$ cat config.mk
export PLATFORM = sky130hd
export DESIGN_NAME = pinfn_ctl
export DESIGN_NICKNAME = d
export VERILOG_FILES = /design/src/rtl/pinfn_pkg.sv /design/src/rtl/pinfn_wbit.sv /design/src/rtl/pinfn_mux.sv /design/src/rtl/pinfn_tag.sv /design/src/rtl/pinfn_ctl.sv
export SDC_FILE = /design/constraint.sdc
export NUM_CORES = 1
export LEC_CHECK = 0
export CAP_MARGIN = 0
export CORE_MARGIN = 4
export CORE_UTILIZATION = 40
export CTS_CLUSTER_SIZE = 30
export DETAILED_ROUTE_END_ITERATION = 7
export PLACE_DENSITY = 0.89
export SLEW_MARGIN = 20
export SYNTH_ARGS = -nofsm -noshare
export SYNTH_HDL_FRONTEND = slang
export SYNTH_HIERARCHICAL = 1
export SYNTH_SLANG_ARGS = --single-unit
$ cat constraint.sdc
create_clock -name clk -period 3.5 [get_ports clk]
set_input_delay 0.7 -clock clk [delete_from_list [all_inputs] [get_ports clk]]
set_output_delay 0.7 -clock clk [all_outputs]
set_load 0.02 [all_outputs]
$ cat src/rtl/pinfn_pkg.sv
package pinfn_pkg;

    localparam int CTL_BITS  = 3;
    localparam int BIT_QS    = 0;
    localparam int BIT_NOCLK = 1;
    localparam int BIT_STRB  = 2;

    typedef enum logic [1:0] {
        MK_SINGLE = 2'd0,
        MK_NARROW = 2'd1,
        MK_WIDE   = 2'd2,
        MK_PERIPH = 2'd3
    } mode_kind_e;

    typedef struct packed {
        logic       special;
        mode_kind_e kind;
    } mode_t;

    typedef enum logic [1:0] {
        POL_ONCE        = 2'd0,
        POL_AFTER_FIRST = 2'd1,
        POL_ANY         = 2'd2,
        POL_NEVER       = 2'd3
    } wpol_e;

    typedef enum logic [1:0] {
        FN_GPIO = 2'd0,
        FN_BUS  = 2'd1,
        FN_TEST = 2'd2
    } pin_fn_e;

    function automatic logic is_expanded(mode_t m);
        return (m.kind == MK_NARROW) || (m.kind == MK_WIDE);
    endfunction

    function automatic logic is_single(mode_t m);
        return m.kind == MK_SINGLE;
    endfunction

    function automatic logic is_normal_narrow(mode_t m);
        return !m.special && (m.kind == MK_NARROW);
    endfunction

    function automatic wpol_e bit_policy(int idx, mode_t m);
        wpol_e p;
        if (idx == BIT_NOCLK) begin
            if (is_single(m)) p = m.special ? POL_ANY : POL_ONCE;
            else              p = POL_NEVER;
        end else begin
            p = m.special ? POL_AFTER_FIRST : POL_ONCE;
        end
        return p;
    endfunction

    function automatic logic bit_reset(int idx, mode_t m);
        return (idx == BIT_NOCLK) && is_single(m);
    endfunction

endpackage

$ cat src/rtl/pinfn_wbit.sv
module pinfn_wbit
    import pinfn_pkg::*;
(
    input  logic  clk,
    input  logic  rst,
    input  logic  rst_val,
    input  wpol_e pol,
    input  logic  wr,
    input  logic  d,
    output logic  q,
    output logic  done
);

    logic accept;

    always_comb begin
        unique case (pol)
            POL_ONCE:        accept = !done;
            POL_AFTER_FIRST: accept = done;
            POL_ANY:         accept = 1'b1;
            default:         accept = 1'b0;
        endcase
    end

    always_ff @(posedge clk) begin
        if (rst) begin
            q    <= rst_val;
            done <= 1'b0;
        end else if (wr) begin
            if (accept) q <= d;
            done <= 1'b1;
        end
    end

endmodule

$ cat src/rtl/pinfn_mux.sv
module pinfn_mux
    import pinfn_pkg::*;
(
    input  logic                rst,
    input  mode_t               mode_q,
    input  mode_t               mode_raw,
    input  logic [CTL_BITS-1:0] ctl,
    input  logic                strb_done,
    input  logic                clk_test_en,
    input  logic                estretch,
    output pin_fn_e             qs_lo,
    output pin_fn_e             qs_hi,
    output logic                clk_fn,
    output logic                clk_oe,
    output logic                strb_fn,
    output logic                force_hi
);

    logic qs_live;

    always_comb begin
        qs_live = ctl[BIT_QS] && is_expanded(mode_q);
        qs_lo   = qs_live ? FN_BUS : FN_GPIO;
        if (qs_live)
            qs_hi = FN_BUS;
        else if (!ctl[BIT_QS] && clk_test_en)
            qs_hi = FN_TEST;
        else
            qs_hi = FN_GPIO;

        clk_fn  = !ctl[BIT_NOCLK] && !(is_single(mode_q) && estretch);
        clk_oe  = clk_fn && (mode_q.kind != MK_PERIPH);

        strb_fn = ctl[BIT_STRB] && !is_single(mode_q) && !is_normal_narrow(mode_q);

        if (rst) force_hi = is_normal_narrow(mode_raw);
        else     force_hi = is_normal_narrow(mode_q) && !strb_done;
    end

endmodule

$ cat src/rtl/pinfn_tag.sv
module pinfn_tag
    import pinfn_pkg::*;
(
    input  logic  clk,
    input  logic  rst,
    input  mode_t mode_q,
    input  logic  strb_en,
    input  logic  tag_en,
    input  logic  eclk_fall,
    input  logic  strb_pin_in,
    output logic  tag_lo
);

    logic armed;

    always_comb begin
        armed = mode_q.special && is_expanded(mode_q) && strb_en && tag_en;
    end

    always_ff @(posedge clk) begin
        if (rst) tag_lo <= 1'b0;
        else     tag_lo <= armed && eclk_fall && !strb_pin_in;
    end

endmodule

$ cat src/rtl/pinfn_ctl.sv
module pinfn_ctl
    import pinfn_pkg::*;
#(
    parameter int REG_W = 8
) (
    input  logic             clk,
    input  logic             rst,
    input  logic             mode_special,
    input  logic [1:0]       mode_kind,
    input  logic             reg_wr,
    input  logic [REG_W-1:0] reg_wdata,
    output logic [REG_W-1:0] reg_rdata,
    input  logic             clk_test_en,
    input  logic             estretch,
    input  logic             tag_en,
    input  logic             eclk_fall,
    input  logic             strb_pin_in,
    output logic [1:0]       qs_lo_fn,
    output logic [1:0]       qs_hi_fn,
    output logic             clk_pin_fn,
    output logic             clk_pin_oe,
    output logic             strb_fn,
    output logic             strb_force_hi,
    output logic             tag_lo
);

    localparam int PAD_W = REG_W - CTL_BITS;

    mode_t               mode_raw;
    mode_t               mode_q;
    logic [CTL_BITS-1:0] ctl;
    logic [CTL_BITS-1:0] done;
    pin_fn_e             qs_lo;
    pin_fn_e             qs_hi;
    logic                unused_wr_hi;

    assign mode_raw     = '{special: mode_special, kind: mode_kind_e'(mode_kind)};
    assign unused_wr_hi = ^reg_wdata[REG_W-1:CTL_BITS];

    always_ff @(posedge clk) begin
        if (rst) mode_q <= mode_raw;
    end

    for (genvar i = 0; i < CTL_BITS; i++) begin : g_bit
        pinfn_wbit i_wbit (
            .clk     (clk),
            .rst     (rst),
            .rst_val (bit_reset(i, mode_raw)),
            .pol     (bit_policy(i, mode_q)),
            .wr      (reg_wr),
            .d       (reg_wdata[i]),
            .q       (ctl[i]),
            .done    (done[i])
        );
    end

    assign reg_rdata = {{PAD_W{1'b0}}, ctl};

    pinfn_mux i_mux (
        .rst         (rst),
        .mode_q      (mode_q),
        .mode_raw    (mode_raw),
        .ctl         (ctl),
        .strb_done   (done[BIT_STRB]),
        .clk_test_en (clk_test_en),
        .estretch    (estretch),
        .qs_lo       (qs_lo),
        .qs_hi       (qs_hi),
        .clk_fn      (clk_pin_fn),
        .clk_oe      (clk_pin_oe),
        .strb_fn     (strb_fn),
        .force_hi    (strb_force_hi)
    );

    assign qs_lo_fn = qs_lo;
    assign qs_hi_fn = qs_hi;

    pinfn_tag i_tag (
        .clk         (clk),
        .rst         (rst),
        .mode_q      (mode_q),
        .strb_en     (ctl[BIT_STRB]),
        .tag_en      (tag_en),
        .eclk_fall   (eclk_fall),
        .strb_pin_in (strb_pin_in),
        .tag_lo      (tag_lo)
    );

endmodule

==> results_dict.tcl <==
set metrics [dict create \
    outcome "completed" \
    seqCellArea_um2 260.3 \
    synth_cells 61 \
    start_kind "primary input" \
    gp_congestion 0.7209 \
    fmax_mhz 348.3 \
    critPathArrivalTime_ns 2.17 \
    max-cap-violations 0 \
    seq_area_frac_synth_pct 40.86 \
    cp_slowest_stage_delay_ns 0.66 \
    via_count 495 \
    fillers 140 \
    worstPathRequired_ns 2.80 \
    grt_pass1_vias 459 \
    row_count 14 \
    crit_chain "clkdlybuf4s50_1 > a22o_1 > clkdlybuf4s50_1" \
    cts_buffers 3 \
    crit_path_end_kind "primary output" \
    multi_input_area_um2 346.6 \
    antenna_found_initial 0 \
    min_from "g_bit[0].i_wbit/done" \
    synth_top_area_share_pct 28.29 \
    p_per_area_nw_per_um2 345.3 \
    ios 36 \
    core_um2 1506 \
    critPathBufInv 2 \
    synth_area_leaders "edfxtp_1, dfxtp_1, buf_4" \
    cts_max_level 1 \
    grt_pass1_wl_um 1800 \
    antenna_left 0 \
    die_h_um 47.90 \
    io_buffers 24 \
    first_pass_iters 3 \
    grt_max_degree 10 \
    ys_ff_latch 10 \
    min_path_cells 2 \
    r2r_end "g_bit[1].i_wbit/q" \
    post-dp-hpwl_um 990.4 \
    final_nets 115 \
    root_buffer "clkbuf_4" \
    synth_warnings 6 \
    drtIter0Drc 9 \
    finalCriticalPeriod_ns 2.871 \
    worstSetupPathType "primary input to primary output" \
    crit_path_top_delay_cell "clkdlybuf4s50_1" \
    drive_gt1_share_pct 10.87 \
    p_leak_nw 0.3894 \
    clk_pin_slew_ns 0.06 \
    cts_tree "built" \
    hold_viol_final 0 \
    synth_top_area_cell "edfxtp_1" \
    syn_area_um2 636.9 \
    die-area_um2 2294 \
    remaining_drc_errors 0 \
    setup_tns_ns 0 \
    postCtsHoldBufs 0 \
    hold_path.class "flop to flop" \
    hold_ws_ns 0.5067 \
    syn_avg_cell_area_um2 10.44 \
    reg2reg_from "mode_q[2]" \
    overflow 0 \
    r2r_setup_slack_ns 1.98 \
    critPathMaxFanout 9 \
    insertion_delay_ns 0.26 \
    grt_setup_unrepaired "false" \
    drt-total-wl_um 1198 \
    reg2regPathDepth 3 \
    clock_skew_ns 0.006520 \
    routedWlPerCell_um 11.09 \
    finalCritPeriodShare_pct 82.03 \
    diodes 0 \
    ctsResizeCount 0 \
    vdd_drop_max_uv 228.7 \
    grt_usage_pct 11.48 \
    setup_viol 0 \
    post_cts.repair.setup_buffers 0 \
    synth_cell_type_count 22 \
    area_growth_pct 42.63 \
    start_util_pct 42.28 \
    critPathTopFamily "buffers and inverters" \
    path_common_cell "clkdlybuf4s50_1" \
    avgViaCountPerCell 4.583 \
    clockBufferDepth 2 \
    slew_viol_final 0 \
    die_w_um 47.90 \
    cts.sinks 10 \
    whs_endpoint "g_bit[0].i_wbit/done" \
]
[worst max path at each step]
stage             start            end  slack, ns  cells after the start
2_1_floorplan  estretch     clk_pin_oe       1.46                      2
6_report            rst  strb_force_hi       0.63                      3
3_3_place_gp        rst  strb_force_hi       0.63                      4
3_5_place_dp        rst  strb_force_hi       0.60                      3
4_1_cts             rst  strb_force_hi       0.60                      3
5_1_grt             rst  strb_force_hi       0.56                      4
[where the power goes]
group          switching, mW  internal [mW]  total [mW]  leakage [nW]
Sequential           0.00806          0.135       0.143        0.0927
Combinational         0.0415         0.0485      0.0900         0.282
Clock                 0.0369         0.0439      0.0808        0.0150
Total                 0.0865          0.227       0.314         0.389
[layout make-up]
| cell class | instances | area share [%] |
|---|---|---|
| clock buffers | 4 | 2.893 |
| inverters | 2 | 0.8264 |
| multi-input cells | 51 | 38.15 |
| well taps | 16 | 2.204 |
| flip-flops and latches | 10 | 28.65 |
| repair buffers | 25 | 27.27 |
[worst register-to-register path: stages, from the launching register on]
cell and delay (ns):
edfxtp_1 0.45, or3_1 0.42, nand2b_1 0.15, a211o_1 0.26
[layout by cell type (no fill, tap or decap)]
master	synthesis	routed
a21oi_2	1	1
nor4b_2	1	1
clkbuf_4	0	3
nor3b_1	2	2
and2b_1	3	3
nor2b_1	3	3
ha_1	3	3
or3_1	1	1
dfxtp_1	4	4
conb_1	2	12
a22o_1	1	1
edfxtp_1	6	6
xnor2_1	1	1
clkbuf_1	0	1
and2_1	1	1
nand2b_1	3	3
buf_4	8	1
or2_2	1	1
and4b_1	3	3
inv_1	2	2
clkdlybuf4s50_1	0	24
nand4b_1	1	1
nor2_1	8	8
mux2_2	3	3
a211o_1	3	3
[cell usage after synthesis]
master,instances
a22o_1,1
or2_2,1
edfxtp_1,6
ha_1,3
nor2_1,8
nor3b_1,2
nor4b_2,1
a211o_1,3
buf_4,8
nand4b_1,1
and2_1,1
or3_1,1
inv_1,2
and2b_1,3
dfxtp_1,4
a21oi_2,1
mux2_2,3
and4b_1,3
nand2b_1,3
nor2b_1,3
xnor2_1,1
conb_1,2
[kinds of logic after synthesis]
kind of cell    after synthesis  synth area share, %
flops                        10                40.86
fa+ha+maj                     3                5.895
xor+xnor                      1                1.375
mux                           3                5.304
simple gates                 27                27.90
compound gates                5                6.877
other cells                   2                1.179
buf+inv                      10                10.61
[metal layers]
metal	vias to the layer above	routed length, um	track usage, %
li1	254	-	-
met1	215	518	13.74
met2	24	552	17.94
met3	2	115	2.632
met4	0	11	8.065
met5	-	0	0
[flip-flops by register name, summed over array words and instances (netlist names)]
| register | flops |
|---|---|
| g_bit.i_wbit/done | 3 |
| mode_q | 3 |
| i_tag/tag_lo | 1 |
| g_bit.i_wbit/q | 3 |
[through the flow]
stage / total power [mW] / instances / worst slack [ns] / area [um^2] / util [%]
floorplan: 0.1985 / 71 / 1.459 / 674.4 / -
global placement: 0.2340 / 104 / 0.6347 / 882.1 / 58.55
detailed placement: 0.2358 / 104 / 0.5996 / 882.1 / 58.55
CTS: 0.3178 / 108 / 0.5975 / 908.4 / 60.30
global route: 0.3308 / 108 / 0.5585 / 908.4 / 60.30
finish: 0.3137 / 108 / 0.6289 / 908.4 / 60.30
No activity file was read; power rests on OpenSTA's default activity.
